$ cat config.mk
export PLATFORM = sky130hd
export DESIGN_NAME = tcam_cmd
export DESIGN_NICKNAME = d
export VERILOG_FILES = /design/src/rtl/tcam_cmd.sv
export SDC_FILE = /design/constraint.sdc
export NUM_CORES = 2
export LEC_CHECK = 0
export ABC_AREA = 1
export BUFFER_PORTS_ARGS = -buffer_cell sky130_fd_sc_hd__buf_2
export CORE_UTILIZATION = 30
export DETAILED_ROUTE_END_ITERATION = 8
export PLACE_DENSITY = 0.44
export SYNTH_ARGS = -nofsm -noshare
export SYNTH_HDL_FRONTEND = slang
export SYNTH_SLANG_ARGS = --single-unit
$ cat constraint.sdc
create_clock -name clk -period 4.2 [get_ports clk]
set_clock_uncertainty 0.15 [all_clocks]
set_input_delay 1.05 -clock clk [delete_from_list [all_inputs] [get_ports clk]]
set_output_delay 1.05 -clock clk [all_outputs]
set_load 0.1 [all_outputs]
$ cat src/rtl/tcam_cmd.sv
module tcam_cmd #(
  parameter int DEPTH  = 16,
  parameter int WIDTH  = 32,
  parameter int MSEL_W = 3,
  parameter int PAGE_W = 4
) (
  input  logic              clk,
  input  logic              rst_n,
  input  logic              cmd_valid,
  input  logic [3:0]        cmd_op,
  input  logic [MSEL_W-1:0] cmd_msel,
  input  logic [WIDTH-1:0]  cmd_data,
  input  logic              vb_n,
  input  logic [PAGE_W-1:0] page_id,
  output logic [WIDTH-1:0]  rd_data,
  output logic              rd_oe,
  output logic              rd_empty,
  output logic              match_flag,
  output logic [$clog2(DEPTH)-1:0] match_addr,
  output logic              full
);
  localparam int AW    = $clog2(DEPTH);
  localparam int NMASK = 1 << MSEL_W;

  localparam logic [3:0] OP_CMP   = 4'd1;
  localparam logic [3:0] OP_RDAR  = 4'd2;
  localparam logic [3:0] OP_WRAR  = 4'd3;
  localparam logic [3:0] OP_RDHPM = 4'd4;
  localparam logic [3:0] OP_RDNXT = 4'd5;
  localparam logic [3:0] OP_WRHPM = 4'd6;
  localparam logic [3:0] OP_WRNFA = 4'd7;
  localparam logic [3:0] OP_RDNFA = 4'd8;
  localparam logic [3:0] OP_WRADR = 4'd9;
  localparam logic [3:0] OP_RDADR = 4'd10;
  localparam logic [3:0] OP_WRMSK = 4'd11;

  logic [WIDTH-1:0] mem   [DEPTH];
  logic [WIDTH-1:0] masks [NMASK];
  logic [DEPTH-1:0] occ, mvec;
  logic [AW-1:0]    ar, nfa;
  logic [WIDTH-1:0] wmask, wr_word;
  logic [AW-1:0]    wr_addr;
  logic             wr_en;

  function automatic logic [AW-1:0] first_set(input logic [DEPTH-1:0] v);
    first_set = '0;
    for (int i = DEPTH-1; i >= 0; i--)
      if (v[i]) first_set = AW'(i);
  endfunction

  assign match_flag = |mvec;
  assign match_addr = first_set(mvec);
  assign full       = &occ;
  assign nfa        = first_set(~occ);
  assign wmask      = (cmd_msel == '0) ? '0 : masks[cmd_msel];

  always_comb begin
    wr_en   = 1'b0;
    wr_addr = ar;
    if (cmd_valid) begin
      case (cmd_op)
        OP_WRAR:  wr_en = 1'b1;
        OP_WRHPM: begin wr_en = match_flag; wr_addr = match_addr; end
        OP_WRNFA: begin wr_en = !full;      wr_addr = nfa;        end
        default:  wr_en = 1'b0;
      endcase
    end
  end

  assign wr_word = (mem[wr_addr] & wmask) | (cmd_data & ~wmask);

  always_ff @(posedge clk)
    if (wr_en) mem[wr_addr] <= wr_word;

  always_ff @(posedge clk) begin
    if (!rst_n) begin
      occ      <= '0;
      mvec     <= '0;
      ar       <= '0;
      rd_data  <= '0;
      rd_oe    <= 1'b0;
      rd_empty <= 1'b0;
      for (int i = 0; i < NMASK; i++) masks[i] <= '0;
    end else begin
      rd_oe    <= 1'b0;
      rd_empty <= 1'b0;
      if (wr_en) occ[wr_addr] <= !vb_n;
      if (cmd_valid) begin
        case (cmd_op)
          OP_CMP:
            for (int i = 0; i < DEPTH; i++)
              mvec[i] <= occ[i] && (mem[i] == cmd_data);
          OP_RDAR: begin
            rd_data  <= mem[ar];
            rd_empty <= !occ[ar];
            rd_oe    <= 1'b1;
            ar       <= ar - 1'b1;
          end
          OP_RDHPM, OP_RDNXT: begin
            rd_data <= mem[match_addr];
            rd_oe   <= match_flag;
            if (cmd_op == OP_RDNXT && match_flag) mvec[match_addr] <= 1'b0;
          end
          OP_RDNFA: begin
            rd_data <= '0;
            rd_data[11:0]  <= 12'(nfa);
            rd_data[15:12] <= 4'(page_id);
            rd_oe   <= !full;
          end
          OP_WRADR: ar <= (ar & wmask[AW-1:0]) | (cmd_data[AW-1:0] & ~wmask[AW-1:0]);
          OP_RDADR: begin
            rd_data <= WIDTH'(ar);
            rd_oe   <= 1'b1;
          end
          OP_WRMSK: if (cmd_msel != '0) masks[cmd_msel] <= cmd_data;
          default: ;
        endcase
      end
    end
  end

  logic past_live;
  always_ff @(posedge clk) past_live <= rst_n;

  p_rdar_dec_r4: assert property (@(posedge clk) disable iff (!rst_n)
    (past_live && cmd_valid && cmd_op == OP_RDAR) |=> (ar == $past(ar) - 1'b1));

  p_nomatch_quiet_r6: assert property (@(posedge clk) disable iff (!rst_n)
    (past_live && cmd_valid && (cmd_op == OP_RDHPM || cmd_op == OP_RDNXT) && !match_flag) |=> !rd_oe);

  p_step_drops_one_r7: assert property (@(posedge clk) disable iff (!rst_n)
    (past_live && cmd_valid && cmd_op == OP_RDNXT && match_flag)
      |=> ($countones(mvec) == $countones($past(mvec)) - 1));

  p_full_hold_r8: assert property (@(posedge clk) disable iff (!rst_n)
    (past_live && cmd_valid && cmd_op == OP_WRNFA && full) |=> $stable(occ));

  p_nop_hold_r11: assert property (@(posedge clk) disable iff (!rst_n)
    (past_live && (!cmd_valid || cmd_op == 4'd0 || cmd_op >= 4'd12))
      |=> ($stable(occ) && $stable(mvec) && $stable(ar) && !rd_oe));

  p_wr_keeps_match_r12: assert property (@(posedge clk) disable iff (!rst_n)
    (past_live && cmd_valid && (cmd_op == OP_WRAR || cmd_op == OP_WRNFA || cmd_op == OP_WRHPM))
      |=> $stable(mvec));
endmodule

== Yosys cells after proc, flatten, opt, wreduce, memory -nomap -nowiden ==
Memories as Yosys holds them, arrays and structs flattened. A register that Yosys moved wholly into a read port is not among the register bits.
Index checks and enable logic that the tools add are counted.

* Add/subtract/negate cells: 1
* $lt $le $gt $ge: 5
* Eq/ne operators: 28
* Muxes and demuxes: 62
* Bitwise logic cells: 11
* Reduce and logical (&&, ||, !) cells: 37

{| class="wikitable"
|+ Operator list
! operator !! number
|-
| equality test 32 bit || 16
|-
| 2-to-1 mux 4 bit || 35
|-
| one-hot mux 32 bit (4 select lines) || 1
|-
| bitwise AND 32 bit || 2
|-
| 2-to-1 mux 32 bit || 2
|-
| inverter 16 bit || 2
|-
| inverter 32 bit || 1
|-
| OR 32 bit || 1
|-
| one-hot mux 16 bit (2 select lines) || 1
|-
| OR reduction 32 bit || 1
|-
| logical AND 1 bit || 19
|-
| bitwise AND 16 bit || 1
|-
| bitwise mux 16 bit || 1
|-
| equality test 4 x 3 -> 1 bit, second input constant || 4
|-
| equality test 4 bit, second input constant || 4
|-
| 2-to-1 mux 16 bit || 1
|-
| one-hot mux 4 bit (2 select lines) || 2
|-
| AND reduction 16 bit || 1
|-
| OR reduction 16 bit || 1
|-
| less-than comparator 4 x 5 -> 1 bit, second input constant || 3
|-
| 2-to-1 mux 1 bit || 13
|-
| bitwise AND 4 bit || 2
|-
| demux 1 bit (select 4 bit) || 2
|-
| equality test 4 x 2 -> 1 bit, second input constant || 2
|-
| 17 further kinds || 26
|}

* Register bits after elaboration: 70
* Bits in writable memories: 768
* Output and inout bits: 40
* Memories kept: 2

{| class="wikitable"
|+ Memories
! memory !! depth !! width !! rd ports !! clocked after memory_dff !! write ports !! RTL line !! RTL
|-
| mem || 16 || 32 || 19 || 1 || 1 || 37 || <nowiki>logic [WIDTH-1:0] mem [DEPTH];</nowiki>
|-
| masks || 8 || 32 || 1 || 0 || 8 || 38 || <nowiki>logic [WIDTH-1:0] masks [NMASK];</nowiki>
|}

== Longest topological paths before layout ==
* Depth in word-level cells: 24
* Mapped depth: 30
* Gate-level depth less buffers: 28

== Worst setup path after synthesis ==
OpenSTA, ideal clock, no wires.

* Kind: register -> register
* Start: reg mvec[0]
* End: mem mem[14][0] (enable)
* Library setup time: 387 ps
* Data arrival time: 3695 ps
* Data required time: 3663 ps
* Setup slack: -32 ps
* Stages on the path, launching flop included: 14
* Path buffers: 0
* Period minus slack after synthesis: 4232 ps
* Path through: dfxtp_1 nor4_1 inv_1 nor2_1 inv_1 nor2_1 nand2_1 nand3_1 o21ai_1 nor2_1 nand2_1 clkinv_1 nand2_1 inv_1

{| class="wikitable"
|+ RTL lines
! item !! RTL line !! RTL
|-
| start, declared || 39 || <nowiki>logic [DEPTH-1:0] occ, mvec;</nowiki>
|-
| start signal, assigned by index || 92 || <nowiki>mvec[i] <= occ[i] && (mem[i] == cmd_data);</nowiki>
|-
| 2-to-1 mux 4 bit || 48 || <nowiki>if (v[i]) first_set = AW'(i);</nowiki>
|-
| via match_addr[3] || 19 || <nowiki>output logic [$clog2(DEPTH)-1:0] match_addr,</nowiki>
|-
| one-hot mux 4 bit (2 select lines) || 61 || <nowiki>case (cmd_op)</nowiki>
|-
| 2-to-1 mux 4 bit || 60 || <nowiki>if (cmd_valid) begin</nowiki>
|-
| end, declared || 37 ||
|}

The timed path passes the listed nets, and every way through them passes these cells.

== Worst setup path in the final report ==
* Start: reg mvec[15]
* End: out match_addr[1]

* Word-level cells in the longest chain between the ends: 16

{| class="wikitable"
|+ RTL lines
! item !! RTL line
|-
| 2-to-1 mux 4 bit (16 in series) || 48
|-
| end, declared || 19
|}

Every way passes these cells.

==> metrics.txt <==
crit path time final=4.10 ns; max_slew headroom=18.9%; WS Path Type=reg -> out; DR pass1 iterations=8; Layout Nets=6,462; Hold WS=0.318 ns; die area=165,000 um^2; Worst R2R Start=mvec[11]; total wire length=309,000 um; pin count of the biggest net entering global routing=151; final cell count without fillers=8,683; start point of the worst min-delay path=mvec[7]; WHS Path Cells=2; CP Depth=13; Final GP Congestion=1.09; CP Max Fanout=4; slew at the pin closest to its max-slew limit=1.21 ns; total grt overflow=0; HPWL after DPL=227,000 um; CP endpoint kind=output port; Area Growth Syn to Fin=19.5%; H-tree depth=3; Avg WL per Cell=35.6 um; Residual DRC=0; Root Buffer=clkbuf_16; Final Total Pwr=21.0 mW; max-slew violations=0; clk sinks=810; PortBufs=86; vias in the first global route=47,188; Starting Density=30.2%; Top delay family on crit path=buffers and inverters; Buf/Inv on CP=5; Skew-Pair Late Insertion Delay=0.75 ns; clock tree buffer depth=3; Hold Fails Final Rpt=0; Yosys reg bits=810; Cell Area, Synth=49,100 um^2; Syn Nets=6,286; average size of a mapped cell=7.87 um^2; Core ar.=163,000 um^2; asr flop ratio synth=0%; Final period util=97.6%; Worst Setup SP=mvec[15]; Max Cap Viol=0; critical path's slowest cell=buf_2; CP startpoint kind=flop; Total GRT Usage=36.6%; Vias/cell=5.98; Peak supply drop=0.309 mV; Netlist cell types=48; Fmax=0.244 GHz; Multi-input gate area=22,300 um^2; I/O Pins=87; cell mode on critical path=nand3_1; placed insts=8,488; post-route ant nets=0; die boundary width=407 um; leakage=22.7 nW; Hold Crit Class=reg -> reg; Die Ht=407 um; Critical Path AT=2.90 ns; DRT iter0 DRCs=8,088; area taken by flip-flops and latches=23,600 um^2; Most used DFF post-synth=edfxtp_1; first-pass GRT wire length=414,000 um; Post-synth EDFFs=736; initial antenna violation count=34; status=completed; vias=51,951; CTS tree=built; fill count=17,015; RSZ-0062 raised after global routing=no; P per Cell Area=358 nW/um^2; cells on worst reg2reg path=26; share of post-route cells with drive strength above 1=12.3%; Rows=148; Num CTS Buffers=99; clock transition at the registers of the reported paths=0.06 ns; Setup-failing EPs final=0; post-synthesis sequential area ratio=48.0%; Core Util, Final=36.1%; slowest stage delay, CP=0.49 ns; Synth warnings=0; CP cell instances=inv_1 > nand2_1 > nand3_1 > nand3_1 > nand3_1 > nand3_1 > nand2_1 > nand3_1 > nand3_1 > buf_4 > inv_2 > buf_4 > buf_2; Synth Instances=6,238; Worst EP required=3.00 ns
## Yosys cell counts, types with 73 or more instances
| cell type | count | share of area (%) |
|---|---|---|
| dfxtp_1 | 74 | 3.0 |
| o21ai_0 | 531 | 5.4 |
| xor2_1 | 96 | 1.7 |
| nand3_1 | 335 | 3.4 |
| clkbuf_1 | 350 | 2.7 |
| nand2_1 | 1636 | 13 |
| nor2_1 | 733 | 5.6 |
| o22ai_1 | 247 | 3.1 |
| edfxtp_1 | 736 | 45 |
| o31ai_1 | 79 | 1.2 |
| inv_1 | 404 | 3.1 |
| nor4_1 | 73 | 0.93 |
| a21oi_1 | 267 | 2.7 |
## through the flow
stage | setup TNS [ns] | cell area (um^2) | worst slack (ns)
2_1_floorplan | 0 | 49100 | 0.299
3_3_place_gp | -3.48 | 55300 | -0.145
3_5_place_dp | -4.24 | 55300 | -0.120
4_1_cts | 0 | 58600 | 0.100
5_1_grt | 0 | 58700 | 0.00278
6_report | 0 | 58700 | 0.102
## timing repair
action / 4_1_cts / 5_1_grt
hold endpoints to repair: 0 / 0
buffers inserted: 0 / 0
resized for setup: 0 / 16
hold buffers: 0 / 0
setup endpoints to repair: 0 / 256
## cell usage in the layout (no fill, tap or decap), drive strengths merged, types with 39 or more instances in the layout
cell type,instances
clkbuf,120
nand2,1640
o31ai,79
dfxtp,74
a21oi,267
o2111ai,58
inv,422
o211ai,47
o22ai,247
edfxtp,736
nand3,335
xnor2,53
nor4,73
clkinv,46
nand4,48
buf,537
a221oi,39
xor2,96
nor3,40
o21ai,590
nor2,737
## where the power goes
part / leakage [nW] / internal [mW] / total, mW / switching (mW)
logic: 13.8 / 0.775 / 2.87 / 2.10
clock network: 1.58 / 5.16 / 8.97 / 3.81
registers: 7.32 / 9.10 / 9.17 / 0.0728
## kinds of logic after synthesis
group | synth area share [%]
AND/OR/NAND/NOR | 24.2
AO/OA/AOI/OAI | 17.9
buffers and inverters | 7.16
flip-flops | 48.0
XOR/XNOR | 2.66
adder cells (fa/ha/maj) | 0.0255
## worst paths after layout
| path | endpoint | slack (ns) |
|---|---|---|
| worst max-delay path | match_addr[1] | 0.10 |
| worst min-delay path | mvec[7] | 0.32 |
| worst max register to register | mem[1][23] | 0.24 |
| worst min register to register | mvec[7] | 0.32 |
## cell type report
cell class              count  share of cell area (%)
clock inverters            63                    1.18
diodes                     12                  0.0512
clock buffers             120                    4.43
flip-flops and latches    810                    40.2
inverters                 426                    2.76
repair buffers            537                    8.85
well taps                2175                    4.64
multi-input cells        4540                    37.9
## metal layers
layer | global-route usage, % | part of all wire [%] | wire length, um
met5 | 0 | 0.073 | 225
met4 | 21.5 | 6.8 | 21000
met3 | 8.47 | 11 | 34200
met2 | 53.5 | 42 | 129000
met1 | 49.1 | 40 | 124000
## registers in the layout, indices dropped and copies added, names as in the netlist, named ones only
| name | flops |
|---|---|
| rd_data | 32 |
| rd_oe | 1 |
| rd_empty | 1 |
| mvec | 16 |
| masks | 224 |
| ar | 4 |
| occ | 16 |
| mem | 512 |
## tightest hold or removal path, stage by stage, from the launching register on
cell and delay (ns):
dfxtp_1 0.31, nand2_1 0.06, a21oi_1 0.05
Power figures use the tool's default switching activity.
